## src/rtl/stc_pkg.sv

```systemverilog
package stc_pkg;

    typedef enum logic [2:0] {
        OP_NOP   = 3'd0,
        OP_BEGIN = 3'd1,
        OP_LOAD  = 3'd2,
        OP_STORE = 3'd3,
        OP_END   = 3'd4,
        OP_ABORT = 3'd5
    } op_e;

    typedef enum logic [1:0] {
        CAUSE_NONE     = 2'd0,
        CAUSE_CONFLICT = 2'd1,
        CAUSE_OVERFLOW = 2'd2,
        CAUSE_EXPLICIT = 2'd3
    } cause_e;

    typedef struct packed {
        logic valid;
        logic dirty;
        logic rd_mark;
        logic wr_mark;
    } line_flags_t;

    function automatic logic is_spec(line_flags_t f);
        return f.rd_mark | f.wr_mark;
    endfunction

endpackage

```

## src/rtl/stc_lookup.sv

```systemverilog
module stc_lookup #(
    parameter int WAYS  = 4,
    parameter int TAG_W = 8,
    parameter int IDX_W = $clog2(WAYS)
) (
    input  logic [WAYS-1:0]            valid,
    input  logic [WAYS-1:0][TAG_W-1:0] tags,
    input  logic [TAG_W-1:0]           key,
    output logic                       hit,
    output logic [IDX_W-1:0]           way
);
    logic [WAYS-1:0] match;

    for (genvar w = 0; w < WAYS; w++) begin : g_cmp
        assign match[w] = valid[w] && (tags[w] == key);
    end

    always_comb begin
        hit = |match;
        way = '0;
        for (int i = WAYS - 1; i >= 0; i--) begin
            if (match[i]) way = IDX_W'(i);
        end
    end
endmodule

```

## src/rtl/stc_victim.sv

```systemverilog
module stc_victim
    import stc_pkg::*;
#(
    parameter int WAYS  = 4,
    parameter int IDX_W = $clog2(WAYS)
) (
    input  line_flags_t        flags [WAYS],
    output logic               found,
    output logic [IDX_W-1:0]   way
);
    logic [WAYS-1:0] empty_v, clean_v, dirty_v, pool;

    for (genvar w = 0; w < WAYS; w++) begin : g_class
        assign empty_v[w] = !flags[w].valid;
        assign clean_v[w] = flags[w].valid && !flags[w].dirty && !is_spec(flags[w]);
        assign dirty_v[w] = flags[w].valid &&  flags[w].dirty && !is_spec(flags[w]);
    end

    always_comb begin
        if (|empty_v)      pool = empty_v;
        else if (|clean_v) pool = clean_v;
        else               pool = dirty_v;
        found = |pool;
        way   = '0;
        for (int i = WAYS - 1; i >= 0; i--) begin
            if (pool[i]) way = IDX_W'(i);
        end
    end
endmodule

```

## src/rtl/stc_txdepth.sv

```systemverilog
module stc_txdepth #(
    parameter int DEPTH_W = 3
) (
    input  logic clk,
    input  logic rst,
    input  logic inc,
    input  logic dec,
    input  logic clr,
    output logic active,
    output logic outermost
);
    localparam logic [DEPTH_W-1:0] MAX_DEPTH = '1;

    logic [DEPTH_W-1:0] depth_q;

    always_ff @(posedge clk) begin
        if (rst || clr)                         depth_q <= '0;
        else if (inc && depth_q != MAX_DEPTH)   depth_q <= depth_q + 1'b1;
        else if (dec && depth_q != '0)          depth_q <= depth_q - 1'b1;
    end

    assign active    = (depth_q != '0);
    assign outermost = (depth_q == DEPTH_W'(1));
endmodule

```

## src/rtl/stc_set_ctrl.sv

```systemverilog
module stc_set_ctrl
    import stc_pkg::*;
#(
    parameter int WAYS    = 4,
    parameter int TAG_W   = 8,
    parameter int DATA_W  = 16,
    parameter int DEPTH_W = 3
) (
    input  logic              clk,
    input  logic              rst,
    input  logic              req_valid,
    input  logic [2:0]        req_op,
    input  logic [TAG_W-1:0]  req_tag,
    input  logic [DATA_W-1:0] req_wdata,
    input  logic [DATA_W-1:0] fill_data,
    output logic              req_ready,
    input  logic              snp_valid,
    input  logic              snp_write,
    input  logic [TAG_W-1:0]  snp_tag,
    output logic              rsp_valid,
    output logic              rsp_hit,
    output logic [DATA_W-1:0] rsp_data,
    output logic              wb_valid,
    output logic [TAG_W-1:0]  wb_tag,
    output logic [DATA_W-1:0] wb_data,
    output logic              snp_rsp_valid,
    output logic              snp_hit,
    output logic              snp_dirty,
    output logic [DATA_W-1:0] snp_data,
    output logic              tx_active,
    output logic              tx_commit,
    output logic              tx_abort,
    output logic [1:0]        abort_cause
);
    localparam int IDX_W = $clog2(WAYS);

    line_flags_t                 fl_q   [WAYS];
    line_flags_t                 fl_d   [WAYS];
    logic [WAYS-1:0][TAG_W-1:0]  tag_q, tag_d;
    logic [WAYS-1:0][DATA_W-1:0] dat_q, dat_d;
    logic [WAYS-1:0]             valid_vec;

    for (genvar w = 0; w < WAYS; w++) begin : g_vld
        assign valid_vec[w] = fl_q[w].valid;
    end

    logic             c_hit, s_hit, v_found;
    logic [IDX_W-1:0] c_way, s_way, v_way;

    stc_lookup #(.WAYS(WAYS), .TAG_W(TAG_W), .IDX_W(IDX_W)) u_core_lkp (
        .valid(valid_vec), .tags(tag_q), .key(req_tag), .hit(c_hit), .way(c_way)
    );

    stc_lookup #(.WAYS(WAYS), .TAG_W(TAG_W), .IDX_W(IDX_W)) u_snp_lkp (
        .valid(valid_vec), .tags(tag_q), .key(snp_tag), .hit(s_hit), .way(s_way)
    );

    stc_victim #(.WAYS(WAYS), .IDX_W(IDX_W)) u_victim (
        .flags(fl_q), .found(v_found), .way(v_way)
    );

    logic tx_inc, tx_dec, tx_clr, in_tx, at_outer;

    stc_txdepth #(.DEPTH_W(DEPTH_W)) u_depth (
        .clk(clk), .rst(rst), .inc(tx_inc), .dec(tx_dec), .clr(tx_clr),
        .active(in_tx), .outermost(at_outer)
    );

    // next-state outputs
    logic              rsp_valid_d, rsp_hit_d, wb_valid_d;
    logic [DATA_W-1:0] rsp_data_d, wb_data_d, snp_data_d;
    logic [TAG_W-1:0]  wb_tag_d;
    logic              snp_rsp_d, snp_hit_d, snp_dirty_d, commit_d, kill;
    cause_e            cause_d;
    op_e               op;
    line_flags_t       lf;
    logic [IDX_W-1:0]  tw;

    assign req_ready = !snp_valid;
    assign op        = op_e'(req_op);

    always_comb begin
        for (int i = 0; i < WAYS; i++) fl_d[i] = fl_q[i];
        tag_d       = tag_q;
        dat_d       = dat_q;
        rsp_valid_d = 1'b0;
        rsp_hit_d   = 1'b0;
        rsp_data_d  = '0;
        wb_valid_d  = 1'b0;
        wb_tag_d    = '0;
        wb_data_d   = '0;
        snp_rsp_d   = 1'b0;
        snp_hit_d   = 1'b0;
        snp_dirty_d = 1'b0;
        snp_data_d  = '0;
        commit_d    = 1'b0;
        kill        = 1'b0;
        cause_d     = CAUSE_NONE;
        tx_inc      = 1'b0;
        tx_dec      = 1'b0;
        lf          = '0;
        tw          = '0;

        if (snp_valid) begin
            snp_rsp_d = 1'b1;
            if (s_hit) begin
                lf = fl_q[s_way];
                if (lf.wr_mark || (snp_write && lf.rd_mark)) begin
                    kill    = 1'b1;
                    cause_d = CAUSE_CONFLICT;
                end
                if (!lf.wr_mark) begin
                    snp_hit_d   = 1'b1;
                    snp_dirty_d = lf.dirty;
                    snp_data_d  = dat_q[s_way];
                    if (snp_write) fl_d[s_way] = '0;
                end
            end
        end else if (req_valid) begin
            unique case (op)
                OP_BEGIN: tx_inc = 1'b1;
                OP_END: begin
                    if (in_tx) begin
                        tx_dec = 1'b1;
                        if (at_outer) begin
                            commit_d = 1'b1;
                            for (int i = 0; i < WAYS; i++) begin
                                fl_d[i].rd_mark = 1'b0;
                                fl_d[i].wr_mark = 1'b0;
                            end
                        end
                    end
                end
                OP_ABORT: begin
                    if (in_tx) begin
                        kill    = 1'b1;
                        cause_d = CAUSE_EXPLICIT;
                    end
                end
                OP_LOAD, OP_STORE: begin
                    rsp_valid_d = 1'b1;
                    if (c_hit || v_found) begin
                        if (c_hit) begin
                            tw = c_way;
                            lf = fl_q[c_way];
                            rsp_hit_d = 1'b1;
                        end else begin
                            tw = v_way;
                            if (fl_q[v_way].valid && fl_q[v_way].dirty) begin
                                wb_valid_d = 1'b1;
                                wb_tag_d   = tag_q[v_way];
                                wb_data_d  = dat_q[v_way];
                            end
                            lf         = '0;
                            lf.valid   = 1'b1;
                            tag_d[tw]  = req_tag;
                            dat_d[tw]  = fill_data;
                        end
                        if (op == OP_LOAD) begin
                            rsp_data_d = dat_d[tw];
                            if (in_tx) lf.rd_mark = 1'b1;
                        end else begin
                            if (in_tx && lf.dirty && !lf.wr_mark) begin
                                wb_valid_d = 1'b1;
                                wb_tag_d   = tag_q[tw];
                                wb_data_d  = dat_q[tw];
                            end
                            dat_d[tw] = req_wdata;
                            lf.dirty  = 1'b1;
                            if (in_tx) lf.wr_mark = 1'b1;
                        end
                        fl_d[tw] = lf;
                    end else begin
                        kill    = 1'b1;
                        cause_d = CAUSE_OVERFLOW;
                    end
                end
                default: ;
            endcase
        end

        if (kill) begin
            for (int i = 0; i < WAYS; i++) begin
                if (fl_d[i].wr_mark) fl_d[i] = '0;
                fl_d[i].rd_mark = 1'b0;
            end
        end
        tx_clr = kill;
    end

    always_ff @(posedge clk) begin
        if (rst) begin
            for (int i = 0; i < WAYS; i++) fl_q[i] <= '0;
            tag_q         <= '0;
            dat_q         <= '0;
            rsp_valid     <= 1'b0;
            rsp_hit       <= 1'b0;
            rsp_data      <= '0;
            wb_valid      <= 1'b0;
            wb_tag        <= '0;
            wb_data       <= '0;
            snp_rsp_valid <= 1'b0;
            snp_hit       <= 1'b0;
            snp_dirty     <= 1'b0;
            snp_data      <= '0;
            tx_commit     <= 1'b0;
            tx_abort      <= 1'b0;
            abort_cause   <= CAUSE_NONE;
        end else begin
            for (int i = 0; i < WAYS; i++) fl_q[i] <= fl_d[i];
            tag_q         <= tag_d;
            dat_q         <= dat_d;
            rsp_valid     <= rsp_valid_d;
            rsp_hit       <= rsp_hit_d;
            rsp_data      <= rsp_data_d;
            wb_valid      <= wb_valid_d;
            wb_tag        <= wb_tag_d;
            wb_data       <= wb_data_d;
            snp_rsp_valid <= snp_rsp_d;
            snp_hit       <= snp_hit_d;
            snp_dirty     <= snp_dirty_d;
            snp_data      <= snp_data_d;
            tx_commit     <= commit_d;
            tx_abort      <= kill;
            abort_cause   <= cause_d;
        end
    end

    assign tx_active = in_tx;
endmodule

```

## config.mk

```make
export PLATFORM = sky130hd
export DESIGN_NAME = stc_set_ctrl
export DESIGN_NICKNAME = d
export VERILOG_FILES = /design/src/rtl/stc_pkg.sv /design/src/rtl/stc_lookup.sv /design/src/rtl/stc_victim.sv /design/src/rtl/stc_txdepth.sv /design/src/rtl/stc_set_ctrl.sv
export SDC_FILE = /design/constraint.sdc
export NUM_CORES = 1
export LEC_CHECK = 0
export ABC_AREA = 1
export ABC_CLOCK_PERIOD_IN_PS = 2500
export BUFFER_PORTS_ARGS = -buffer_cell sky130_fd_sc_hd__buf_2
export CAP_MARGIN = 20
export CORE_AREA = 2 2 143 145
export DETAILED_ROUTE_END_ITERATION = 16
export DIE_AREA = 0 0 145 147
export GPL_TIMING_DRIVEN = 0
export MAX_ROUTING_LAYER = met4
export PLACE_DENSITY_LB_ADDON = 0.3
export SYNTH_ARGS = -nofsm -noshare
export SYNTH_HDL_FRONTEND = slang
export SYNTH_SLANG_ARGS = --single-unit
```

## constraint.sdc

```tcl
create_clock -name clk -period 2.5 [get_ports clk]
set_input_delay 0.25 -clock clk [delete_from_list [all_inputs] [get_ports clk]]
set_output_delay 0.25 -clock clk [all_outputs]
set_load 0.03 [all_outputs]
```

==> reports/metrics.cfg, run 1 <==
[synthesis]
synth_ff_type = dfxtp_1
synth_top_area_share = 0.3096
yosysMostFrequentCell = nand2_1
ys_top_cells_by_area = dfxtp_1, nand2_1, o21ai_0, inv_1, nor2_1
ys_seq_elements = 181
yosysSeqAreaShare = 0.3096
synth_fp_nets = 1973
yosys_warnings = 0
syn_inst = 1912
async_reset_ff_frac = 0
ys_types = 47
syn_area_um2 = 11700
synth_edf_count = 0
syn_avg_cell_area_um2 = 6.122
synth_top_area_cell = dfxtp_1
synthTopCellsByCount = nand2_1, inv_1, o21ai_0

[cts]
root_buffer = clkbuf_16
cts_buffers = 17
max-clock-path-buffers = 2
cts_hold_buffers = 0
cts_sinks = 181
cts_max_level = 4

[status]
status = aborted with a tool error
toolErrorMsg = [ERROR GRT-0232] Routing congestion too high. Check the congestion heatmap in the GUI.
failing_step = global routing (5_1_grt)

[global_routing]
grt_overflow = 2
grtUsageTotal = 0.7654
antenna_found_initial = 7
grt_max_degree = 17

[die]
core.rowCount = 52
start_util = 0.5898
dieWidth_um = 145
die_h_um = 147
num_io_pins = 124

[placed_design]
pre_cts_ws_ns = -0.8655
portBuffers = 116
gp_congestion = 1.087
hpwlAfterDp_mm = 37.06

[sta]
crit_endpoint = wb_tag[6]$_SDFF_PP0_/D
endpoint_type = register data pin

## cells by family after synthesis
group / synth area share
AO/OA/AOI/OAI: 0.2626
XOR/XNOR: 0.01197
adder cells (fa/ha/maj): 0.005345
buffers and inverters: 0.1332
flip-flops: 0.3096
AND/OR/NAND/NOR: 0.2773
## layer usage
metal  GRT overflow  track usage
met1              0       0.7536
met2              2       0.9143
met3              0       0.6031
met4              0       0.7446
met5              -            -
## timing repair
item | CTS
pin swaps | 48
gates cloned | 3
setup buffers | 43
setup endpoints to repair | 177
gates resized for setup | 280
## through the flow
stage          instances  TNS [ns]  utilization  instance area (um2)  hold slack (ns)
3_3_place_gp        2298   -110.19       0.6361                12620           0.5320
2_1_floorplan       1912         0            -                11710           0.4112
3_5_place_dp        2298   -103.69       0.6361                12620           0.5391
4_1_cts             2375  -0.06769       0.7256                14400           0.1386
==> run 2: changes to the inputs <==
--- a/config.mk
+++ b/config.mk
@@ -9,12 +9,11 @@
 export ABC_CLOCK_PERIOD_IN_PS = 2500
 export BUFFER_PORTS_ARGS = -buffer_cell sky130_fd_sc_hd__buf_2
 export CAP_MARGIN = 20
-export CORE_AREA = 2 2 143 145
+export CORE_AREA = 2 2 175 177
 export DETAILED_ROUTE_END_ITERATION = 16
-export DIE_AREA = 0 0 145 147
+export DIE_AREA = 0 0 177 179
 export GPL_TIMING_DRIVEN = 0
-export MAX_ROUTING_LAYER = met4
-export PLACE_DENSITY_LB_ADDON = 0.3
+export PLACE_DENSITY_LB_ADDON = 0.15
 export SYNTH_ARGS = -nofsm -noshare
 export SYNTH_HDL_FRONTEND = slang
 export SYNTH_SLANG_ARGS = --single-unit
==> run 2 against run 1 <==
The flow now finishes, with violations (negative setup slack). Synthesized cell count is the same. Synthesized area did not move.
==> reports/metrics.cfg, run 2 <==
[status]
status = finished with violations  ; was aborted with a tool error
violations = negative setup slack

[synthesis]
synth_top_area_share = 0.3096  ; unchanged
synth_fp_nets = 1973  ; unchanged
synthMuxAreaShare = 0  ; unchanged
yosysSeqAreaShare = 0.3096  ; unchanged
synth_top_family_by_area = simple AND/OR/NAND/NOR gates  ; unchanged
synthTopCellsByCount = nand2_1, inv_1, o21ai_0  ; unchanged
ys_top_cells_by_area = dfxtp_1, nand2_1, o21ai_0, inv_1, nor2_1  ; unchanged
synth_compound_area_frac = 0.2626  ; unchanged
syn_avg_cell_area_um2 = 6.122  ; unchanged
synth_fa_ha_area_frac = 0.005345  ; unchanged
ys_seq_elements = 181  ; unchanged
synthXorXnorAreaFrac = 0.01197  ; unchanged
synth_top_area_cell = dfxtp_1  ; unchanged
syn_area_um2 = 11700  ; unchanged
ys_types = 47  ; unchanged
syn_inst = 1912  ; unchanged
synthSimpleGateAreaFrac = 0.2773  ; unchanged
async_reset_ff_frac = 0  ; unchanged
yosysMostFrequentCell = nand2_1  ; unchanged
yosys_warnings = 0  ; unchanged
synth_edf_count = 0  ; unchanged
synth_ff_type = dfxtp_1  ; unchanged

[cts]
cts_buffers = 17  ; unchanged
worst_skew_pair.late_latency_ns = 0.46
root_buffer = clkbuf_16  ; unchanged
cts_max_level = 4  ; unchanged
max-clock-path-buffers = 2  ; unchanged
cts_hold_buffers = 0  ; unchanged
cts.clk_slew.worst_paths_ns = 0.08
cts_tree = yes
cts_sinks = 181  ; unchanged

[placed_design]
gp_congestion = 0.9669  ; was 1.087
dp.cells = 2424  ; was 2298
hpwlAfterDp_mm = 40.06  ; was 37.06 mm
pre_cts_ws_ns = -0.9441  ; was -0.8655 ns
portBuffers = 116  ; unchanged

[cells_and_area]
fin_nets = 2221
layout_common_cells = nand2_1, inv_1, dfxtp_1, nor2_1, o21ai_0
largest_register_ffs = 64
reg_top3 = dat_q x64, tag_q x32
final_common_cell = nand2_1
register_area_um2 = 3716
area_growth_pct = 43.05
fillCellCount = 2949
drive_above_1_share = 0.3316
multi_input_area_um2 = 8094
final_cells = 2567
n_antenna_cell = 0
regMostFlops = dat_q

[global_routing]
grt_overflow = 0
grt_pass1_wl_mm = 77.68
grt_pass1_vias = 13010
antenna_found_initial = 2
grtUsageTotal = 0.3282
grt_max_degree = 17

[die]
num_io_pins = 124  ; unchanged
dieArea_um2 = 31680
core_um2 = 30030
die_h_um = 179  ; was 147 um
dieWidth_um = 177  ; was 145 um
core.rowCount = 64  ; was 52
start_util = 0.3898  ; was 0.5898

[pwr]
peakVddDrop_mv = 0.5106
power.density_nw_per_um2 = 429.6
power.leakage_nw = 7.355
power_w = 0.007192

[critical_path]
r2r-end = wb_data[14]
cp.arrival_ns = 2.99
worstReg2RegStart = tag_q[31]
cp-start-kind = flop
crit_required_ns = 2.82
crit_start = tag_q[31]
crit_type = reg2reg
crit_end = wb_data[14]
cp_max_fo = 6
reg2reg_slack_ns = -0.17
end_kind = flop
r2r_cells = 13

[sta]
post-route-period-util = 1.067
relSlewSlack = 0.4245
period_minus_slack_ns = 2.668
finClkSkew_ns = 0.02191
max_freq_ghz = 0.3748
slew_viol_final = 0
finalSetupViolCount = 78
grt_setup_unrepaired = yes
worst_pin_slew_ns = 0.8632
worst_slack_ns = -0.1684
hold_viol_final = 0
hold-worst-slack_ns = 0.1488

[route]
drc_errors = 0
routedWlPerCell_um = 21.63
routed_wl_mm = 55.54
num_vias = 14690
vias_per_cell = 5.722
drt_iter0_markers = 1659
ant_nets = 0
drt_pass1_iterations = 6

[min_path]
hold_start = req_tag[6]
min_path_type = in2reg

[run]
drv.max_cap_violation_count = 0

## run 2: cell counts after synthesis
Identical to the previous run, type by type.
## run 2: repair_timing
action / 4_1_cts / 5_1_grt
pin swaps: 42 / 118
cloned: 3 / 14
setup endpoints to repair: 177 / 175
gates resized for setup: 330 / 476
setup buffers: 44 / 55
## run 2: final cells by class
type,instances,share of cell area
Buffer,99,0.05649
Clock buffer,20,0.02787
Clock inverter,10,0.007398
Inverter,294,0.07196
Multi-Input combinational cell,1336,0.4834
Sequential cell,181,0.2219
Tap cell,396,0.02959
Timing Repair Buffer,230,0.1008
Timing Repair inverter,1,0.0005231
## run 2: logic make-up (layout without fill, tap and decap cells)
kind of cell / after synthesis / in the layout
flops: 181 / 181
fa+ha+maj: 5 / 5
xor+xnor: 16 / 16
simple gates: 767 / 768
compound gates: 547 / 547
buf+inv: 396 / 654
## run 2: worst min-delay path by stage
| stage | slack [ns] | end | cells after the start |
|---|---|---|---|
| 6_report | 0.15 | tag_q[30] | 3 |
| 5_1_grt | 0.17 | tag_q[30] | 3 |
| 4_1_cts | 0.13 | tag_q[30] | 3 |
| 3_5_place_dp | 0.52 | fl_q[9] | 2 |
| 3_3_place_gp | 0.52 | fl_q[9] | 2 |
| 2_1_floorplan | 0.41 | tag_q[27] | 2 |
## run 2: critical path, stage by stage, from the launching register on
cell and delay [ns]:
dfxtp_2 0.35, buf_6 0.12, nand2_2 0.06, nand3_2 0.06, nand3b_1 0.27, o21ai_4 0.34, buf_6 0.16, nand2_4 0.05
o211ai_4 0.22, nand4_4 0.17, buf_8 0.19, buf_12 0.14, nor4_4 0.28, nor2_4 0.10
## run 2: stage by stage
step / util / setup TNS (ns) / area, um2
floorplan: - / 0 / 11710
global placement: 0.4256 / -105.58 / 12780
detailed placement: 0.4256 / -105.95 / 12780
CTS: 0.4917 / -1.720 / 14760
global route: 0.5576 / -15.26 / 16740
finish: 0.5576 / -3.790 / 16740
## run 2: layer usage
layer / global-route usage / part of all wire / up-vias
met5: 0 / 0.00023 / -
met4: 0.1825 / 0.068 / 2
met3: 0.04707 / 0.081 / 223
met2: 0.5397 / 0.45 / 836
met1: 0.4127 / 0.40 / 6776
li1: - / - / 6851
## run 2: where the power goes
group / total, W / leakage (nW) / switching, W / internal, W
Combinational: 0.00133 / 5.59 / 0.000879 / 0.000450
Clock: 0.00286 / 0.273 / 0.00131 / 0.00155
Sequential: 0.00300 / 1.49 / 0.0000747 / 0.00293
Total: 0.00719 / 7.35 / 0.00226 / 0.00493
Power figures use the tool's default switching activity.
